`src/rtl/rss_pkg.sv`:
```
package rss_pkg;

    typedef enum logic [1:0] {
        LVL_V0  = 2'd0,
        LVL_V12 = 2'd1,
        LVL_V43 = 2'd2,
        LVL_V5  = 2'd3
    } lvl_e;

    // Drive level for one row from display enable, frame phase and stage bit.
    function automatic lvl_e row_level(input logic on, input logic frame, input logic sel);
        lvl_e r;
        if (!on)
            r = LVL_V5;
        else begin
            unique case ({frame, sel})
                2'b00:   r = LVL_V43;
                2'b01:   r = LVL_V0;
                2'b10:   r = LVL_V12;
                default: r = LVL_V5;
            endcase
        end
        return r;
    endfunction

endpackage

```
`src/rtl/rss_lp_sync.sv`:
```
module rss_lp_sync (
    input  logic clk,
    input  logic rst_n,
    input  logic lp_i,
    output logic fall_o
);
    typedef struct packed {
        logic meta;
        logic s1;
        logic s2;
    } sync_t;

    sync_t st_d, st_q;

    always_comb begin
        st_d      = st_q;
        st_d.meta = lp_i;
        st_d.s1   = st_q.meta;
        st_d.s2   = st_q.s1;
    end

    always_ff @(posedge clk or negedge rst_n) begin
        if (!rst_n)
            st_q <= '0;
        else
            st_q <= st_d;
    end

    assign fall_o = st_q.s2 & ~st_q.s1;

    // one detected edge per fall of the pulse
    assert_single_edge_R1: assert property (@(posedge clk) disable iff (!rst_n)
        fall_o |=> !fall_o);

endmodule

```
`src/rtl/rss_chain.sv`:
```
module rss_chain #(
    parameter int STAGES = 240
) (
    input  logic              clk,
    input  logic              rst_n,
    input  logic              shift_i,
    input  logic              clear_i,
    input  logic              dir_fwd_i,
    input  logic              dual_i,
    input  logic              end1_i,
    input  logic              end2_i,
    input  logic              mid_i,
    output logic [STAGES-1:0] chain_o,
    output logic              end1_o,
    output logic              end1_oe_o,
    output logic              end2_o,
    output logic              end2_oe_o
);
    localparam int HALF = STAGES / 2;

    typedef struct packed {
        logic [STAGES-1:0] chain;
    } chain_t;

    chain_t st_d, st_q;
    logic [STAGES-1:0] fwd_next, rev_next;

    always_comb begin
        fwd_next = {st_q.chain[STAGES-2:0], end1_i};
        rev_next = {end2_i, st_q.chain[STAGES-1:1]};
        if (dual_i) begin
            fwd_next[HALF]   = mid_i;
            rev_next[HALF-1] = mid_i;
        end
        st_d = st_q;
        if (clear_i)
            st_d.chain = '0;
        else if (shift_i)
            st_d.chain = dir_fwd_i ? fwd_next : rev_next;
    end

    always_ff @(posedge clk or negedge rst_n) begin
        if (!rst_n)
            st_q <= '0;
        else
            st_q <= st_d;
    end

    assign chain_o   = st_q.chain;
    assign end1_oe_o = ~dir_fwd_i;
    assign end2_oe_o = dir_fwd_i;
    assign end1_o    = dir_fwd_i ? 1'b0 : (dual_i ? st_q.chain[HALF] : st_q.chain[0]);
    assign end2_o    = dir_fwd_i ? (dual_i ? st_q.chain[HALF-1] : st_q.chain[STAGES-1]) : 1'b0;

    assert_clear_wins_R7: assert property (@(posedge clk) disable iff (!rst_n)
        clear_i |=> (chain_o == '0));

    assert_hold_idle_R1: assert property (@(posedge clk) disable iff (!rst_n)
        (!shift_i && !clear_i) |=> (chain_o == $past(chain_o)));

    assert_fwd_head_R2: assert property (@(posedge clk) disable iff (!rst_n)
        (shift_i && !clear_i && dir_fwd_i) |=> (chain_o[0] == $past(end1_i)));

    assert_rev_head_R3: assert property (@(posedge clk) disable iff (!rst_n)
        (shift_i && !clear_i && !dir_fwd_i) |=> (chain_o[STAGES-1] == $past(end2_i)));

    assert_mid_inject_R4: assert property (@(posedge clk) disable iff (!rst_n)
        (shift_i && !clear_i && dual_i && dir_fwd_i) |=> (chain_o[HALF] == $past(mid_i)));

endmodule

```
`src/rtl/rss_levels.sv`:
```
module rss_levels #(
    parameter int STAGES = 240
) (
    input  logic                  disp_en_i,
    input  logic                  frame_i,
    input  logic [STAGES-1:0]     chain_i,
    output logic [2*STAGES-1:0]   lvl_o
);
    import rss_pkg::*;

    for (genvar i = 0; i < STAGES; i++) begin : g_row
        assign lvl_o[2*i +: 2] = row_level(disp_en_i, frame_i, chain_i[i]);
    end

endmodule

```
`src/rtl/row_scan_shifter.sv`:
```
module row_scan_shifter #(
    parameter int STAGES = 240
) (
    input  logic                clk,
    input  logic                rst_n,
    input  logic                lp_i,
    input  logic                dir_fwd_i,
    input  logic                dual_i,
    input  logic                end1_i,
    input  logic                end2_i,
    input  logic                mid_i,
    input  logic                disp_en_i,
    input  logic                frame_i,
    output logic                end1_o,
    output logic                end1_oe_o,
    output logic                end2_o,
    output logic                end2_oe_o,
    output logic [2*STAGES-1:0] row_lvl_o
);
    logic              lp_fall;
    logic [STAGES-1:0] chain;

    rss_lp_sync u_sync (
        .clk    (clk),
        .rst_n  (rst_n),
        .lp_i   (lp_i),
        .fall_o (lp_fall)
    );

    rss_chain #(.STAGES(STAGES)) u_chain (
        .clk       (clk),
        .rst_n     (rst_n),
        .shift_i   (lp_fall),
        .clear_i   (~disp_en_i),
        .dir_fwd_i (dir_fwd_i),
        .dual_i    (dual_i),
        .end1_i    (end1_i),
        .end2_i    (end2_i),
        .mid_i     (mid_i),
        .chain_o   (chain),
        .end1_o    (end1_o),
        .end1_oe_o (end1_oe_o),
        .end2_o    (end2_o),
        .end2_oe_o (end2_oe_o)
    );

    rss_levels #(.STAGES(STAGES)) u_levels (
        .disp_en_i (disp_en_i),
        .frame_i   (frame_i),
        .chain_i   (chain),
        .lvl_o     (row_lvl_o)
    );

    assert_blank_level_R8: assert property (@(posedge clk) disable iff (!rst_n)
        !disp_en_i |-> (row_lvl_o == '1));

    assert_pin_roles_R5: assert property (@(posedge clk) disable iff (!rst_n)
        (end1_oe_o != end2_oe_o) && (end2_oe_o == dir_fwd_i));

endmodule

```
`config.mk`:
```
export PLATFORM = sky130hd
export DESIGN_NAME = row_scan_shifter
export DESIGN_NICKNAME = d
export VERILOG_FILES = /design/src/rtl/rss_pkg.sv /design/src/rtl/rss_lp_sync.sv /design/src/rtl/rss_chain.sv /design/src/rtl/rss_levels.sv /design/src/rtl/row_scan_shifter.sv
export SDC_FILE = /design/constraint.sdc
export NUM_CORES = 1
export LEC_CHECK = 0
export BUFFER_PORTS_ARGS = -buffer_cell sky130_fd_sc_hd__buf_2
export CAP_MARGIN = 5
export CORE_AREA = 2 2 194 196
export DETAILED_ROUTE_END_ITERATION = 12
export DIE_AREA = 0 0 196 198
export PLACE_DENSITY = 0.68
export SETUP_SLACK_MARGIN = 0.15
export SYNTH_ARGS = -nofsm -noshare
export SYNTH_HDL_FRONTEND = slang
export SYNTH_SLANG_ARGS = --single-unit
```
`constraint.sdc`:
```
create_clock -name clk -period 10.17 [get_ports clk]
set_input_delay 0.5085 -clock clk [delete_from_list [all_inputs] [get_ports clk]]
set_output_delay 0.5085 -clock clk [all_outputs]
set_load 0.01 [all_outputs]
```
==> results of run 1 <==
[cells by family after synthesis]
family                     Yosys count  share of synthesized area [%]
xor gates and xnor gates           239                          12.97
AOI/OAI and AO/OA                  243                          13.21
buffers and inverters              376                          15.16
DFF                                243                          37.67
and+or+nand+nor                    248                          5.836
adders and majority gates            2                         0.1550
muxes                              242                          15.00
[per-stage QoR]
stage / utilization [%] / total power, mW / hold slack (ns)
after floorplan: - / 1.308 / 0.2129
after global placement: 45.76 / 1.349 / 0.3469
after detailed placement: 45.76 / 1.350 / 0.3419
after CTS: 48.33 / 2.405 / 0.05260
after global routing: 48.40 / 2.481 / 0.07698
final: 48.40 / 2.371 / 0.02985
[final timing paths]
path / from / endpoint / cells past startpoint / slack [ns]
worst max-delay path: disp_en_i / u_chain.chain_o[120] / 6 / 6.14
worst min-delay path: rst_n / u_chain.chain_o[54] / 1 / 0.03
worst max register to register: u_sync.st_q[0] / u_chain.chain_o[120] / 4 / 7.51
worst min register to register: u_sync.st_d[1] / u_sync.st_d[0] / 0 / 0.34
max in group asynchronous: rst_n / u_chain.chain_o[148] / 3 / 7.87
min in group clk: lp_i / u_sync.st_d[1] / 1 / 0.09
[routing by layer]
metal / vias to the layer above / part of all wire [%] / GRT usage (%)
met5: - / 0 / 0
met3: 48 / 4.1 / 1.823
li1: 5543 / - / -
met2: 317 / 47 / 28.64
met4: 0 / 2.2 / 5.022
met1: 5675 / 46 / 25.44
[final cells by class]
class                   instances  share of cell area, %
multi-input cells             974                  42.62
flip-flops and latches        243                  34.00
repair buffers                507                  14.70
clock buffers                  44                  4.540
well taps                     474                  3.316
clock inverters                 7                 0.7694
inverters                       3                0.06295
[flip-flops by register name, summed over array words and instances (netlist names)]
| name | cells |
|---|---|
| u_chain.chain_o | 240 |
| u_sync.st_d | 2 |
| u_sync.st_q | 1 |
[cell usage in the layout (no fill, tap or decap)]
| cell | synthesis | layout |
|---|---|---|
| nand2b_4 | 0 | 1 |
| nand3b_1 | 1 | 1 |
| clkinvlp_4 | 0 | 1 |
| inv_1 | 3 | 3 |
| dfrtp_1 | 243 | 243 |
| clkinv_2 | 0 | 2 |
| nand2_1 | 240 | 240 |
| xor2_1 | 239 | 239 |
| a21o_1 | 2 | 2 |
| nor2b_1 | 1 | 1 |
| buf_2 | 99 | 489 |
| clkbuf_8 | 0 | 3 |
| o2bb2ai_1 | 238 | 238 |
| a211oi_1 | 2 | 2 |
| clkbuf_16 | 0 | 29 |
| bufinv_16 | 0 | 4 |
| buf_8 | 0 | 3 |
| buf_6 | 0 | 1 |
| buf_4 | 243 | 13 |
| clkbuf_1 | 28 | 12 |
| buf_16 | 0 | 1 |
| ha_1 | 2 | 2 |
| mux2i_1 | 242 | 242 |
| nand2b_1 | 2 | 1 |
| nor2_1 | 4 | 4 |
| a21boi_4 | 1 | 1 |
[power breakdown]
part	internal [mW]	total, mW	switching, mW
sequential	0.968	0.970	0.00146
combinational	0.121	0.358	0.237
clock	0.646	1.04	0.397
[worst max-delay path, cell delays in order]
cell and delay, ns:
buf_6 0.63, buf_4 0.92, nand3b_1 0.98, buf_4 0.74, a211oi_1 0.36, a21o_1 0.12
==> impl_metrics.csv, run 1 <==
group,metric,value,unit
setup_path,start_kind,"primary input",
synthesis,synth_top_area_share,37.67,%
final_layout,drive_above_1_share,30.82,%
clocking,clkTransAtPathRegs,0.06,ns
synthesis,syn_avg_cell_area,10.13,sq um
sta,fmax,248.3,MHz
synthesis,synth_nets,1605,
route,drc_errors,0,
route,antenna_left,0,
die,start_util,43.69,%
sta,fin_crit_sh,39.61,%
power,powerDensity,132.5,mW/mm^2
sta,min_period,4.028,ns
route,wl_per_cell,16.24,um
synthesis,syn_inst,1593,
clocking,cts_setup_buffers,0,
status,outcome,"complete, no violations",
route,first_pass_iters,4,
clocking,clock_path_buffers,3,
synthesis,ys_seq_area_share,37.67,%
placed_design,placed_cell_area,0.01691,sq mm
sta,final_hold_viol_count,0,
die,chipHeight,198,um
route,viasPerCell,5.143,
placed_design,gp_congestion,0.7814,
route,vias,11583,
clocking,htree_levels,1,
final_layout,final_nets,1769,
synthesis,synth_cell_types,18,
setup_path,cp.required,10.63,ns
die,die_area,0.03881,sq mm
synthesis,synth-edff-count,0,
global_route,grt_pass1_vias,10367,
setup_path,cp.arrival,4.49,ns
global_route,gr-total-overflow,0,
clocking,cts_resized,0,
global_route,grt_max_degree,211,
clocking,clock-sinks,243,
synthesis,synth_area_leader_cell,"dfrtp_1",
sta,setup_slack,6.142,ns
final_layout,final_cells,2252,
setup_path,path_max_fanout,134,
job,cap_viol_max_count,0,
synthesis,async_flop_share,100.0,%
setup_path,critical_path_class,"in2reg",
sta,slew_headroom,21.22,%
global_route,grt_usage,17.77,%
synthesis,yosysWarnings,0,
power,p_leak,9.049,nW
final_layout,multi_input_area,0.007624,sq mm
clocking,clock_latency,0.54,ns
sta,fin_tns_setup,0,ns
setup_path,setup.worst_path.end_class,"flip-flop",
route,routed_wl,36580,um
placed_design,dp_slack,5.648,ns
clocking,numCtsBuffers,28,
synthesis,synth.top_cells.by_count,"buf_4, dfrtp_1, mux2i_1, nand2_1, xor2_1",
final_layout,regArea,0.006081,sq mm
global_route,grt_pass1_wl,57550,um
synthesis,syn_area,0.01614,sq mm
sta,tightestPinTransition,1.182,ns
sta,fin_skew,0.01725,ns
clocking,holdBufCountCts,0,
final_layout,nFillCells,3436,
synthesis,ys_ff_latch,243,
power,max-vdd-ir-drop,105.2,uV
clocking,tritoncts,"done",
die,die_x,196,um
final_layout,antenna_cells,0,
sta,rsz0062_at_grt,"false",
die,fp.coreArea,0.03696,sq mm
placed_design,place_hpwl,23290,um
clocking,ctsRootBufferMaster,"clkbuf_16",
synthesis,ys.flop_type,"dfrtp_1",
placed_design,dp.cells,2200,
sta,setup_viol,0,
global_route,antenna_found_initial,0,
final_layout,area_growth,10.80,%
synthesis,ys_top_cells_by_area,"dfrtp_1, mux2i_1, xor2_1",
final_layout,final_area,0.01789,sq mm
placed_design,port_buffers,493,
sta,slew_viol_final,0,
die,placementRows,71,
die,io-pin-count,494,
hold_path,hp-class,"in2async",
route,drt_iter0_markers,639,
Note: power is estimated with default switching activity, not from simulation.
==> run 2: changes to the inputs <==
--- a/config.mk
+++ b/config.mk
@@ -7,10 +7,10 @@
 export LEC_CHECK = 0
 export BUFFER_PORTS_ARGS = -buffer_cell sky130_fd_sc_hd__buf_2
 export CAP_MARGIN = 5
-export CORE_AREA = 2 2 194 196
+export CORE_AREA = 2 2 192 194
 export DETAILED_ROUTE_END_ITERATION = 12
-export DIE_AREA = 0 0 196 198
-export PLACE_DENSITY = 0.68
+export DIE_AREA = 0 0 194 196
+export PLACE_DENSITY = 0.72
 export SETUP_SLACK_MARGIN = 0.15
 export SYNTH_ARGS = -nofsm -noshare
 export SYNTH_HDL_FRONTEND = slang
==> constraint.sdc (replaced) <==
create_clock -name clk -period 3.4 [get_ports clk]
set_input_delay 0.17 -clock clk [delete_from_list [all_inputs] [get_ports clk]]
set_output_delay 0.17 -clock clk [all_outputs]
set_load 0.01 [all_outputs]
==> impl_metrics.csv, run 2 (synthesis gave the netlist of run 1 again) <==
group,metric,value,unit
setup_path,start_kind,"primary input",
die,start_util,44.74,%
clocking,clock_latency,0.54,ns
setup_path,path_delay_family,"buffers and inverters",
route,antenna_left,0,
setup_path,worst-path-buf-inv,3,
setup_path,ff2ff_path_depth,4,
die,placementRows,70,
sta,fin_tns_setup,0,ns
hold_path,hp-class,"in2reg",
placed_design,place_hpwl,23490,um
setup_path,path_max_fanout,239,
sta,slew_viol_final,0,
power,p_leak,9.149,nW
job,cap_viol_max_count,0,
die,fp.coreArea,0.03608,sq mm
sta,fin_skew,0.005468,ns
route,drc_errors,0,
sta,min_period,2.000,ns
final_layout,fin_util,50.07,%
route,viasPerCell,5.180,
final_layout,final_nets,1779,
sta,final_hold_viol_count,0,
setup_path,cp.arrival,1.83,ns
sta,fmax,500.1,MHz
final_layout,most-common-layout-cells,"buf_2, dfrtp_1, mux2i_1",
setup_path,r2r-start,"u_sync.st_q[0]",
setup_path,slowest_delay,0.49,ns
global_route,grt_max_degree,240,
clocking,ctsRootBufferMaster,"clkbuf_16",
route,drt_iter0_markers,567,
placed_design,port_buffers,493,
setup_path,endpoint,"row_lvl_o[0]",
clocking,clkTransAtPathRegs,0.05,ns
clocking,clock-sinks,243,
die,io-pin-count,494,
final_layout,drive_above_1_share,31.39,%
power,p_seq_share,41.2,%
global_route,grt_usage,18.21,%
setup_path,path_cells,"buf_8 -> nand2b_4 -> buf_12 -> buf_2",
clocking,cts_setup_buffers,0,
route,vias,11671,
setup_path,timing.critical_path.from,"frame_i",
clocking,htree_levels,1,
die,die_area,0.03802,sq mm
clocking,numCtsBuffers,28,
power,power.share.clock,43.3,%
setup_path,critPathSlowestCell,"buf_8",
power,swShare,27.18,%
global_route,grt_pass1_wl,58520,um
sta,fin_crit_sh,58.82,%
clocking,clock_path_buffers,3,
setup_path,r2r-end,"u_chain.chain_o[119]",
die,chipHeight,196,um
die,die_x,194,um
setup_path,critical_path_class,"in2out",
power,switchingPower,1.916,mW
route,routed_wl,36750,um
route,first_pass_iters,4,
final_layout,layout_commonest_cell,"buf_2",
clocking,tritoncts,"done",
sta,rsz0062_at_grt,"false",
sta,tightestPinTransition,0.8694,ns
setup_path,r2r_slack,1.72,ns
global_route,antenna_found_initial,1,
power,total_power,7.049,mW
setup_path,path_depth,4,
route,wl_per_cell,16.31,um
sta,setup_viol,0,
final_layout,largest_register_ffs,240,
setup_path,setup.worst_path.end_class,"primary output",
status,outcome,"complete, no violations",
global_route,gr-total-overflow,0,
global_route,grt_pass1_vias,10806,
setup_path,cp.required,3.23,ns
power,powerDensity,390.1,mW/mm^2
final_layout,area_growth,11.92,%
power,p_int,5.133,mW
placed_design,gp_congestion,0.7936,
power,pwr-share-comb,15.6,%
sta,slew_headroom,42.04,%
power,max-vdd-ir-drop,360.3,uV
==> run 2: cell count changes in the layout (fill, tap and decap cells not counted), sizes merged <==
cell / previous run / this run
bufinv: 4 / 2
diode: 0 / 1
dlygate4sd3: 0 / 4
clkinv: 2 / 6
clkinvlp: 1 / 0
buf: 507 / 513
clkbuf: 44 / 39
==> run 2: routing by layer <==
layer | vias to the layer above | share of wire (%) | GRT usage [%]
met5 | - | 0 | 0
met4 | 0 | 2.5 | 5.163
met3 | 53 | 4.5 | 2.493
met2 | 298 | 49 | 30.91
met1 | 5757 | 44 | 24.39
li1 | 5563 | - | -
==> run 2: per-stage QoR <==
step | cell area, sq um | worst slack (ns) | hold WS (ns) | instances
2_1_floorplan | 16150 | 0.8470 | -0.1256 | 1593
3_3_place_gp | 17090 | 1.458 | 0.2467 | 2201
3_5_place_dp | 17090 | 1.388 | 0.2624 | 2201
4_1_cts | 18070 | 1.387 | 0.1314 | 2252
5_1_grt | 18070 | 1.252 | 0.1561 | 2252
6_report | 18070 | 1.400 | 0.1511 | 2253
==> run 2: worst min-delay path: stages <==
cell      delay [ns]
buf_2           0.10
mux2i_1         0.13
a211oi_1        0.10
a21o_1          0.15
==> run 2: power groups by stage <==
stage,Combinational (mW),Clock (mW),Sequential (mW)
global placement,1.10,0,2.95
detailed placement,1.10,0,2.95
floorplan,0.880,0,2.95
global route,1.19,3.25,2.90
CTS,1.11,3.12,2.90
finish,1.10,3.05,2.90
==> run 2: final cells by class <==
cell class	instances	area [sq um]
antenna	1	2.502
clock buffer	39	843.3
clock inverter	8	90.09
fill	3245	18020
inverter	3	11.26
multi-input combinational	974	7624
sequential	243	6081
tap	468	585.6
timing repair buffer	517	2831
==> run 2: what timing repair did <==
action,CTS,global route
resized for setup,0,0
hold buffers,4,0
endpoints found under the hold margin,99,0
==> run 2: worst min path at each step <==
| stage | slack (ns) | endpoint | depth (start not counted) | start |
|---|---|---|---|---|
| global placement | 0.25 | u_chain.chain_o[193] | 1 | rst_n |
| CTS | 0.13 | u_chain.chain_o[119] | 4 | mid_i |
| global route | 0.16 | u_chain.chain_o[119] | 4 | mid_i |
| floorplan | -0.13 | u_chain.chain_o[0] | 0 | rst_n |
| finish | 0.15 | u_chain.chain_o[119] | 4 | mid_i |
| detailed placement | 0.26 | u_chain.chain_o[193] | 1 | rst_n |
